[config.mk]
export PLATFORM = sky130hd
export DESIGN_NAME = psram_ctrl
export DESIGN_NICKNAME = d
export VERILOG_FILES = /design/src/rtl/psram_pkg.sv /design/src/rtl/psram_phase_timer.sv /design/src/rtl/psram_ce_guard.sv /design/src/rtl/psram_lane_map.sv /design/src/rtl/psram_ctrl.sv
export SDC_FILE = /design/constraint.sdc
export NUM_CORES = 1
export LEC_CHECK = 0
export BUFFER_PORTS_ARGS = -buffer_cell sky130_fd_sc_hd__buf_4
export CORE_MARGIN = 4
export CORE_UTILIZATION = 51
export DETAILED_ROUTE_END_ITERATION = 16
export MAX_ROUTING_LAYER = met4
export PLACE_DENSITY = 0.8
export SETUP_SLACK_MARGIN = 0.4
export SLEW_MARGIN = 20
export SYNTH_ARGS = -nofsm -noshare
export SYNTH_HDL_FRONTEND = slang
export SYNTH_HIERARCHICAL = 1
export SYNTH_SLANG_ARGS = --single-unit
[constraint.sdc]
create_clock -name clk -period 3.9 [get_ports clk]
set_clock_uncertainty 0.05 [all_clocks]
set_input_delay 0.39 -clock clk [delete_from_list [all_inputs] [get_ports clk]]
set_output_delay 0.39 -clock clk [all_outputs]
set_load 0.01 [all_outputs]
[src/rtl/psram_pkg.sv]
package psram_pkg;

    localparam int AW = 21;
    localparam int DW = 16;
    localparam int NL = DW / 8;
    localparam int PB = 3;

    typedef enum logic [1:0] {
        ST_IDLE,
        ST_RD,
        ST_WR,
        ST_GAP
    } st_e;

    typedef struct packed {
        logic          ce_n;
        logic          oe_n;
        logic          we_n;
        logic [NL-1:0] strb_n;
        logic [AW-1:0] addr;
        logic [DW-1:0] dq;
        logic [NL-1:0] dq_oe;
    } pins_t;

    typedef struct packed {
        logic [PB-1:0] left;
        logic [NL-1:0] be;
    } job_t;

    function automatic int cyc_of(input int ns, input int clk_ns);
        int c;
        c = (ns + clk_ns - 1) / clk_ns;
        return (c < 1) ? 1 : c;
    endfunction

    function automatic int imax(input int a, input int b);
        return (a > b) ? a : b;
    endfunction

endpackage

[src/rtl/psram_phase_timer.sv]
module psram_phase_timer #(
    parameter int TW = 4
) (
    input  logic          clk,
    input  logic          rst,
    input  logic          load,
    input  logic [TW-1:0] val,
    output logic          done
);
    logic [TW-1:0] cnt;

    always_ff @(posedge clk) begin
        if (rst) begin
            cnt <= '0;
        end else if (load) begin
            cnt <= val - 1'b1;
        end else if (cnt != '0) begin
            cnt <= cnt - 1'b1;
        end
    end

    assign done = (cnt == '0);

endmodule

[src/rtl/psram_ce_guard.sv]
module psram_ce_guard #(
    parameter int CAP = 499,
    parameter int PG  = 2,
    parameter int EW  = 10
) (
    input  logic clk,
    input  logic rst,
    input  logic start,
    input  logic active,
    input  logic ce_n,
    output logic may_next
);
    localparam logic [EW-1:0] EMAX = '1;

    logic [EW-1:0] el;
    logic [EW-1:0] run;

    always_ff @(posedge clk) begin
        if (rst) begin
            el <= '0;
        end else if (start) begin
            el <= '0;
        end else if (active && el != EMAX) begin
            el <= el + 1'b1;
        end
    end

    // another page word ends PG cycles later; chip enable must then still be in bounds
    assign may_next = (int'(el) + PG + 1) <= CAP;

    always_ff @(posedge clk) begin
        if (rst) begin
            run <= '0;
        end else if (ce_n) begin
            run <= '0;
        end else if (run != EMAX) begin
            run <= run + 1'b1;
        end
    end

    AST_CE_CAP: assert property (@(posedge clk) disable iff (rst)
        int'(run) <= CAP);

endmodule

[src/rtl/psram_lane_map.sv]
module psram_lane_map
    import psram_pkg::*;
(
    input  logic [NL-1:0] be,
    input  logic [DW-1:0] raw,
    output logic [DW-1:0] kept
);
    for (genvar g = 0; g < NL; g++) begin : g_lane
        assign kept[g*8 +: 8] = be[g] ? raw[g*8 +: 8] : 8'h00;
    end

endmodule

[src/rtl/psram_ctrl.sv]
module psram_ctrl
    import psram_pkg::*;
#(
    parameter int CLK_NS    = 20,
    parameter int ACC_NS    = 70,
    parameter int OE_NS     = 25,
    parameter int PAGE_NS   = 30,
    parameter int WP_NS     = 50,
    parameter int CW_NS     = 60,
    parameter int DS_NS     = 30,
    parameter int WC_NS     = 70,
    parameter int MAX_CE_NS = 10000
) (
    input  logic          clk,
    input  logic          rst,
    input  logic          req_valid,
    output logic          req_ready,
    input  logic          req_write,
    input  logic [AW-1:0] req_addr,
    input  logic [PB-1:0] req_len,
    input  logic [DW-1:0] req_wdata,
    input  logic [NL-1:0] req_be,
    output logic          rd_valid,
    output logic [DW-1:0] rd_data,
    output logic          mem_ce_n,
    output logic          mem_sel,
    output logic          mem_oe_n,
    output logic          mem_we_n,
    output logic          mem_lb_n,
    output logic          mem_ub_n,
    output logic [AW-1:0] mem_addr,
    output logic [DW-1:0] mem_dq_o,
    output logic [NL-1:0] mem_dq_oe,
    input  logic [DW-1:0] mem_dq_i
);
    localparam int ACC_CYC = cyc_of(imax(ACC_NS, OE_NS), CLK_NS);
    localparam int PG_CYC  = cyc_of(PAGE_NS, CLK_NS);
    localparam int WL_CYC  = cyc_of(imax(WP_NS, imax(CW_NS, DS_NS)), CLK_NS);
    localparam int GAP_CYC = imax(1, cyc_of(WC_NS, CLK_NS) - WL_CYC);
    localparam int CE_CAP  = MAX_CE_NS / CLK_NS - 1;
    localparam int TMAX    = imax(imax(ACC_CYC, PG_CYC), imax(WL_CYC, GAP_CYC));
    localparam int TW      = $clog2(TMAX + 1) + 1;
    localparam int EW      = $clog2(CE_CAP + 2) + 1;

    st_e           st;
    pins_t         p;
    job_t          job;
    logic          tmr_load;
    logic [TW-1:0] tmr_val;
    logic          tmr_done;
    logic          may_next;
    logic          accept;
    logic          more;
    logic [DW-1:0] kept;

    assign req_ready = (st == ST_IDLE);
    assign accept    = req_valid && req_ready;
    assign more      = (job.left != '0) && may_next;

    // one down-counter times whichever phase is running
    always_comb begin
        tmr_load = 1'b0;
        tmr_val  = '0;
        case (st)
            ST_IDLE: if (req_valid) begin
                tmr_load = 1'b1;
                tmr_val  = req_write ? TW'(WL_CYC) : TW'(ACC_CYC);
            end
            ST_RD: if (tmr_done) begin
                tmr_load = 1'b1;
                tmr_val  = more ? TW'(PG_CYC) : TW'(GAP_CYC);
            end
            ST_WR: if (tmr_done) begin
                tmr_load = 1'b1;
                tmr_val  = TW'(GAP_CYC);
            end
            default: ;
        endcase
    end

    psram_phase_timer #(.TW(TW)) u_timer (
        .clk  (clk),
        .rst  (rst),
        .load (tmr_load),
        .val  (tmr_val),
        .done (tmr_done)
    );

    psram_ce_guard #(.CAP(CE_CAP), .PG(PG_CYC), .EW(EW)) u_guard (
        .clk      (clk),
        .rst      (rst),
        .start    (accept),
        .active   (st == ST_RD),
        .ce_n     (p.ce_n),
        .may_next (may_next)
    );

    psram_lane_map u_lanes (
        .be   (job.be),
        .raw  (mem_dq_i),
        .kept (kept)
    );

    always_ff @(posedge clk) begin
        if (rst) begin
            st       <= ST_IDLE;
            p.ce_n   <= 1'b1;
            p.oe_n   <= 1'b1;
            p.we_n   <= 1'b1;
            p.strb_n <= '1;
            p.addr   <= '0;
            p.dq     <= '0;
            p.dq_oe  <= '0;
            job      <= '0;
            rd_valid <= 1'b0;
            rd_data  <= '0;
        end else begin
            rd_valid <= 1'b0;
            case (st)
                ST_IDLE: if (req_valid) begin
                    p.ce_n   <= 1'b0;
                    p.addr   <= req_addr;
                    p.strb_n <= ~req_be;
                    job.be   <= req_be;
                    if (req_write) begin
                        p.we_n   <= 1'b0;
                        p.dq     <= req_wdata;
                        p.dq_oe  <= req_be;
                        job.left <= '0;
                        st       <= ST_WR;
                    end else begin
                        p.oe_n   <= 1'b0;
                        job.left <= req_len;
                        st       <= ST_RD;
                    end
                end
                ST_RD: if (tmr_done) begin
                    rd_valid <= 1'b1;
                    rd_data  <= kept;
                    if (more) begin
                        job.left           <= job.left - 1'b1;
                        p.addr[PB-1:0]     <= p.addr[PB-1:0] + 1'b1;
                    end else begin
                        p.ce_n   <= 1'b1;
                        p.oe_n   <= 1'b1;
                        p.strb_n <= '1;
                        st       <= ST_GAP;
                    end
                end
                ST_WR: if (tmr_done) begin
                    p.ce_n   <= 1'b1;
                    p.we_n   <= 1'b1;
                    p.strb_n <= '1;
                    p.dq_oe  <= '0;
                    st       <= ST_GAP;
                end
                ST_GAP: if (tmr_done) begin
                    st <= ST_IDLE;
                end
                default: st <= ST_IDLE;
            endcase
        end
    end

    assign mem_ce_n  = p.ce_n;
    assign mem_sel   = 1'b1;
    assign mem_oe_n  = p.oe_n;
    assign mem_we_n  = p.we_n;
    assign mem_lb_n  = p.strb_n[0];
    assign mem_ub_n  = p.strb_n[NL-1];
    assign mem_addr  = p.addr;
    assign mem_dq_o  = p.dq;
    assign mem_dq_oe = p.dq_oe;

    AST_OE_NO_DRIVE: assert property (@(posedge clk) disable iff (rst)
        !p.oe_n |-> p.dq_oe == '0);
    AST_TURNAROUND: assert property (@(posedge clk) disable iff (rst)
        $fell(p.oe_n) |-> $past(p.dq_oe) == '0);
    AST_WR_OE_HIGH: assert property (@(posedge clk) disable iff (rst)
        !p.we_n |-> p.oe_n);
    AST_IDLE_CE_HIGH: assert property (@(posedge clk) disable iff (rst)
        req_ready |-> p.ce_n);
    AST_CE_GAP: assert property (@(posedge clk) disable iff (rst)
        $rose(p.ce_n) |=> p.ce_n);
    AST_PAGE_HI: assert property (@(posedge clk) disable iff (rst)
        (!p.ce_n && !$past(p.ce_n)) |-> p.addr[AW-1:PB] == $past(p.addr[AW-1:PB]));

endmodule

Yosys cells after proc, flatten, opt, wreduce, memory -nomap -nowiden
Index checks and enable logic that the tools add are counted.
{ "totals": {"ff_bits": 82, "word_cells": 98} }
{ "classes": {"n_lt_le_gt_ge": 1, "n_bitwise": 2, "reduce_logical": 22, "add_sub_neg": 7, "muxes": 39, "eq_ne": 12} }
{ "op_table": {"columns": ["operator", "n"], "rows": [
  ["2-to-1 mux 44 bit", 1],
  ["adder 32 x 2 -> 32 bit, second input constant", 1],
  ["<= comparator 32 x 10 -> 1 bit, second input constant", 1],
  ["2-to-1 mux 3 bit", 8],
  ["2-to-1 mux 18 bit", 1],
  ["2-to-1 mux 2 bit", 8],
  ["2-to-1 mux 8 bit", 2],
  ["AND reduction 5 bit", 3],
  ["inequality test 2 bit, second input constant", 7],
  ["one-hot mux 3 bit (2 select lines)", 2],
  ["adder 10 x 2 -> 11 bit, second input constant", 1],
  ["adder 10 x 1 -> 10 bit, second input constant", 1],
  ["inequality test 10 bit, second input constant", 1],
  ["one-hot mux 3 bit (3 select lines)", 1],
  ["2-to-1 mux 4 bit", 2],
  ["one-hot mux 2 bit (4 select lines)", 1],
  ["AND reduction 4 bit", 2],
  ["2-to-1 mux 1 bit", 6],
  ["one-hot mux 1 bit (2 select lines)", 3],
  ["one-hot mux 2 bit (3 select lines)", 1],
  ["nonzero test 2 bit", 3],
  ["nonzero test 3 bit", 2],
  ["OR reduction 2 bit", 3],
  ["2-to-1 mux 5 bit", 1],
  ["other kinds (17)", 21]
]} }

Depth between registers and ports, before layout
{ "depth": {"depth_word": 9, "ltp_mapped": 15, "mapped_depth_nobuf": 15} }

Cells and area by module
The synthesis kept the hierarchy.
{ "by_module_without_submodules": {"columns": ["module", "area_each_um2", "n_inst", "seq_area_each_um2", "cells_per_inst"], "rows": [
  ["psram_ctrl", 2866.5, 1, 1361.3, 352],
  ["psram_ce_guard", 843.3, 1, 200.2, 99],
  ["psram_phase_timer", 222.7, 1, 80.1, 22],
  ["psram_lane_map", 100.1, 1, 0.0, 16]
]} }

Worst setup path before layout
Ideal clock, no wire load.
{ "synth_timing": {"kind": "register to register", "startpoint": "reg u_guard.el[1]", "endpoint": "reg u_timer.cnt[2]", "arrival_ps": 2778, "setup_ps": 114, "setup_slack_ps": 958, "path_stages_with_launch": 16, "required_time_ps": 3736, "cell_sequence": "dfxtp_1 > ha_1 > buf_4 > xor2_4 > a311o_1 > nand4_1 > a221oi_2 > o211ai_2 > nor2b_1 > nor2b_1 > o21ai_0 > a21oi_1 > mux2i_1 > ha_1 > xor2_1 > nor2_1"} }
{ "synth_between": {"elab_chain_len": 9} }
{ "synth_rtl": {"columns": ["element", "line", "text"], "rows": [
  ["start: declaration", "psram_ce_guard.sv:15", "logic [EW-1:0] el;"],
  ["start signal: assignment", "psram_ce_guard.sv:24", "el <= el + 1'b1;"],
  ["adder 10 x 2 -> 11 bit", "psram_ce_guard.sv:29", "assign may_next = (int'(el) + PG + 1) <= CAP;"],
  ["adder 32 x 2 -> 32 bit", "psram_ce_guard.sv:29", null],
  ["<= comparator 32 x 10 -> 1 bit", "psram_ce_guard.sv:29", null],
  ["via may_next", "psram_ctrl.sv:51", "logic may_next;"],
  ["logical AND 1 bit", "psram_ctrl.sv:58", "assign more = (job.left != '0) && may_next;"],
  ["2-to-1 mux 2 bit", "psram_ctrl.sv:71", "tmr_val = more ? TW'(PG_CYC) : TW'(GAP_CYC);"],
  ["2-to-1 mux 2 bit", "psram_ctrl.sv:69", "ST_RD: if (tmr_done) begin"],
  ["one-hot mux 3 bit (3 select lines)", "psram_ctrl.sv:64", "case (st)"],
  ["via tmr_val[0]", "psram_ctrl.sv:49", "logic [TW-1:0] tmr_val;"],
  ["subtractor 3 x 1 -> 4 bit", "psram_phase_timer.sv:16", "cnt <= val - 1'b1;"],
  ["2-to-1 mux 4 bit", "psram_phase_timer.sv:15", "end else if (load) begin"],
  ["end signal: assignment", "psram_phase_timer.sv:16", null],
  ["end signal: assignment", "psram_phase_timer.sv:18", "cnt <= cnt - 1'b1;"],
  ["end: declaration", "psram_phase_timer.sv:10", "logic [TW-1:0] cnt;"]
]} }
The timed path passes the listed nets, and every way through them passes these cells.
A chain may end at the register's enable or synchronous reset.

Final worst setup path
{ "layout_timing": {"startpoint": "reg u_guard.el[3]", "endpoint": "reg u_timer.cnt[2]"} }
The elaborated chain is that of the path after synthesis.

==> flow_summary.json <==
{
  "outcome": "finished, final reports clean",
  "firstDrtPassIters": 6,
  "vias": 3598,
  "nNetsFinal": 668,
  "cts_resized": 0,
  "cts_tree": "built",
  "postCtsSetupBuffers": 0,
  "hold_class": "input pin to flop",
  "setup_tns_ns": 0,
  "via_per_inst": 5.14,
  "yosys_most_used_dff": "dfxtp_1",
  "end_kind": "flop",
  "startpoint_type": "flop",
  "crit_required_ns": 4.10,
  "synth_edf_count": 0,
  "start_util_pct": 52.2,
  "drive_above_1_share_pct": 29.6,
  "yosys_warnings": 6,
  "grt_max_degree": 72,
  "finalMaxSlewViolations": 0,
  "drt_iter0_markers": 153,
  "io_buffer_count": 123,
  "final_area_um2": 5110,
  "p_per_area_nw_per_um2": 574,
  "antenna_found_initial": 0,
  "hold_viol_final": 0,
  "syn2layout_area_growth_pct": 26.8,
  "peakVddDrop_v": 0.000321,
  "syn_area_um2": 4030,
  "rsz0062_at_grt": "no",
  "yosysTopAreaCell": "dfxtp_1",
  "clk_path_buf_depth": 2,
  "dp_hpwl_um": 7180,
  "place.gp.congestion": 0.858,
  "die_y_um": 96.9,
  "ctsHoldBuffers": 0,
  "num_rows": 32,
  "die_area_um2": 9390,
  "min_period_ns": 3.25,
  "postSynthCellCount": 489,
  "cpMaxStageDelayCell": "dfxtp_1",
  "power_w": 0.00293,
  "diodes": 0,
  "route.detailed.drc": 0,
  "slew_headroom_pct": 37.2,
  "worstPathMaxFanout": 9,
  "grt_pass1_vias": 3533,
  "ys_ff_latch": 82,
  "leakage_nw": 2.09,
  "root_buffer": "clkbuf_8",
  "core_um2": 7730,
  "post_dp_cell_area_um2": 4910,
  "critPathKind": "flop to flop",
  "clock_latency_ns": 0.35,
  "max_stage_delay_ns": 0.62,
  "maxCapViolCount": 0,
  "avgSynthCellArea_um2": 8.25,
  "io_pins": 125,
  "grt_overflow": 0,
  "synth_cell_type_count": 66,
  "reg2reg_slack_ns": 0.65,
  "ys_async_sr_fraction_pct": 0,
  "cp.buffers_inverters": 0,
  "ys_seq_area_share_pct": 40.7,
  "clkTransAtPathRegs_ns": 0.10,
  "yosys-top-cells-area": "dfxtp_1, nand2_1, a21oi_1",
  "setup_viol": 0,
  "grt_pass1_wl_um": 16300,
  "critical-path-top-delay-family": "compound AO/OA/AOI/OAI gates",
  "crit_chain": "nand3_1 -> xnor2_1 -> nand4_1 -> a2111o_1 -> o211ai_2 -> nor2b_2 -> nor2b_1 -> o21ai_0 -> a21oi_2 -> mux2i_1 -> ha_1 -> xor2_1 -> nor2_1",
  "wl_per_cell_um": 14.0,
  "fmax_mhz": 308,
  "antenna_left": 0,
  "finalWirelength_um": 9800,
  "tightest_slew_ns": 0.943,
  "num-fill-cells": 665,
  "cts.sinks": 82,
  "track_usage_pct": 21.1,
  "crit_arrival_ns": 3.44,
  "cts.htree.levels": 3,
  "min_period_over_period_pct": 83.2,
  "cts_made_buffers": 9,
  "dieWidth_um": 96.9,
  "synth_top_area_share_pct": 40.7
}
per-stage QoR:
step | setup WS, ns | utilization, % | hold WS (ns) | instances
6_report | 0.655 | 66.2 | 0.223 | 700
5_1_grt | 0.348 | 66.2 | 0.219 | 700
4_1_cts | 0.479 | 65.9 | 0.211 | 700
3_5_place_dp | 0.499 | 63.6 | 0.397 | 684
3_3_place_gp | 0.647 | 63.6 | 0.392 | 684
2_1_floorplan | 0.958 | - | 0.409 | 490
cells by family after synthesis:
| family | share of synthesized area (%) |
|---|---|
| other | 0.186 |
| buffers and inverters | 6.05 |
| muxes | 2.85 |
| and+or+nand+nor | 24.9 |
| xor gates and xnor gates | 3.72 |
| AOI/OAI and AO/OA | 17.5 |
| DFF | 40.7 |
| adders and majority gates | 4.03 |
flip-flops by register name, summed over array words and instances, names as in the netlist:
register,flops
mem_addr,21
u_guard/el,10
mem_ce_n,1
mem_we_n,1
mem_lb_n,1
rd_data,16
mem_dq_oe,2
u_timer/cnt,4
mem_dq_o,16
mem_oe_n,1
st,2
rd_valid,1
job,5
mem_ub_n,1
where the power goes:
| group | internal (W) | switching (W) |
|---|---|---|
| clock network | 0.000238 | 0.000338 |
| registers | 0.000977 | 0.000100 |
| logic | 0.000556 | 0.000723 |
cells in the mapped netlist, types with 2 or more instances:
master and count:
a211oi_2 5, a21o_1 2, a21oi_1 67, a21oi_2 2, a31oi_1 3, and2_1 20
and3_1 4, buf_1 3, buf_2 10, buf_4 5, buf_6 4, clkbuf_1 9
clkbuf_2 2, conb_1 2, dfxtp_1 82, ha_1 13, inv_1 14, mux2_2 4
mux2i_1 7, nand2_1 125, nand2_2 2, nand3_1 8, nand3b_1 2, nand4_1 7
nor2_1 19, nor2_2 2, nor2b_1 5, nor3_1 6, o211ai_1 3, o21ai_0 3
o311ai_0 2, xnor2_1 4, xor2_1 10
layout make-up:
type                            count  area, um2  area share, %
Clock inverter                      6       50.0          0.979
Tap cell                          102        128           2.50
Clock buffer                       10        128           2.50
Multi-Input combinational cell    360       2170           42.4
Inverter                           15       56.3           1.10
Sequential cell                    82       1640           32.1
Timing Repair Buffer              125        938           18.4
final timing paths:
check,startpoint,to,depth (start not counted)
max,u_guard/el[3],u_timer/cnt[2],13
min,req_wdata[3],mem_dq_o[3],3
max reg2reg,u_guard/el[3],u_timer/cnt[2],13
min reg2reg,mem_addr[20],mem_addr[20],2
worst register-to-register path, cell delays in order (launching register included):
cell and delay, ns:
dfxtp_1 0.62, nand3_1 0.17, xnor2_1 0.28, nand4_1 0.17, a2111o_1 0.42, o211ai_2 0.09, nor2b_2 0.32, nor2b_1 0.09
o21ai_0 0.23, a21oi_2 0.11, mux2i_1 0.22, ha_1 0.19, xor2_1 0.13, nor2_1 0.05
per-layer routing:
| metal | global-route usage [%] | wire [um] | vias up |
|---|---|---|---|
| li1 | - | - | 1847 |
| met1 | 25.9 | 4400 | 1631 |
| met2 | 33.8 | 4590 | 101 |
| met3 | 5.41 | 583 | 19 |
| met4 | 7.45 | 229 | 0 |
| met5 | - | 0 | - |
placed cells by master, fill, tap and decap left out, drive strengths merged, types with 5 or more instances in the layout:
cell type,netlist,final
nand4,8,8
a211oi,5,5
mux2i,7,7
dfxtp,82,82
clkbuf,11,10
ha,13,13
nor2,21,21
nand3,8,8
and2,20,20
buf,22,125
nor2b,6,6
xor2,11,11
inv,15,17
and3,5,5
a21oi,69,69
nand2,127,127
nor3,7,7
Power figures use the tool's default switching activity.
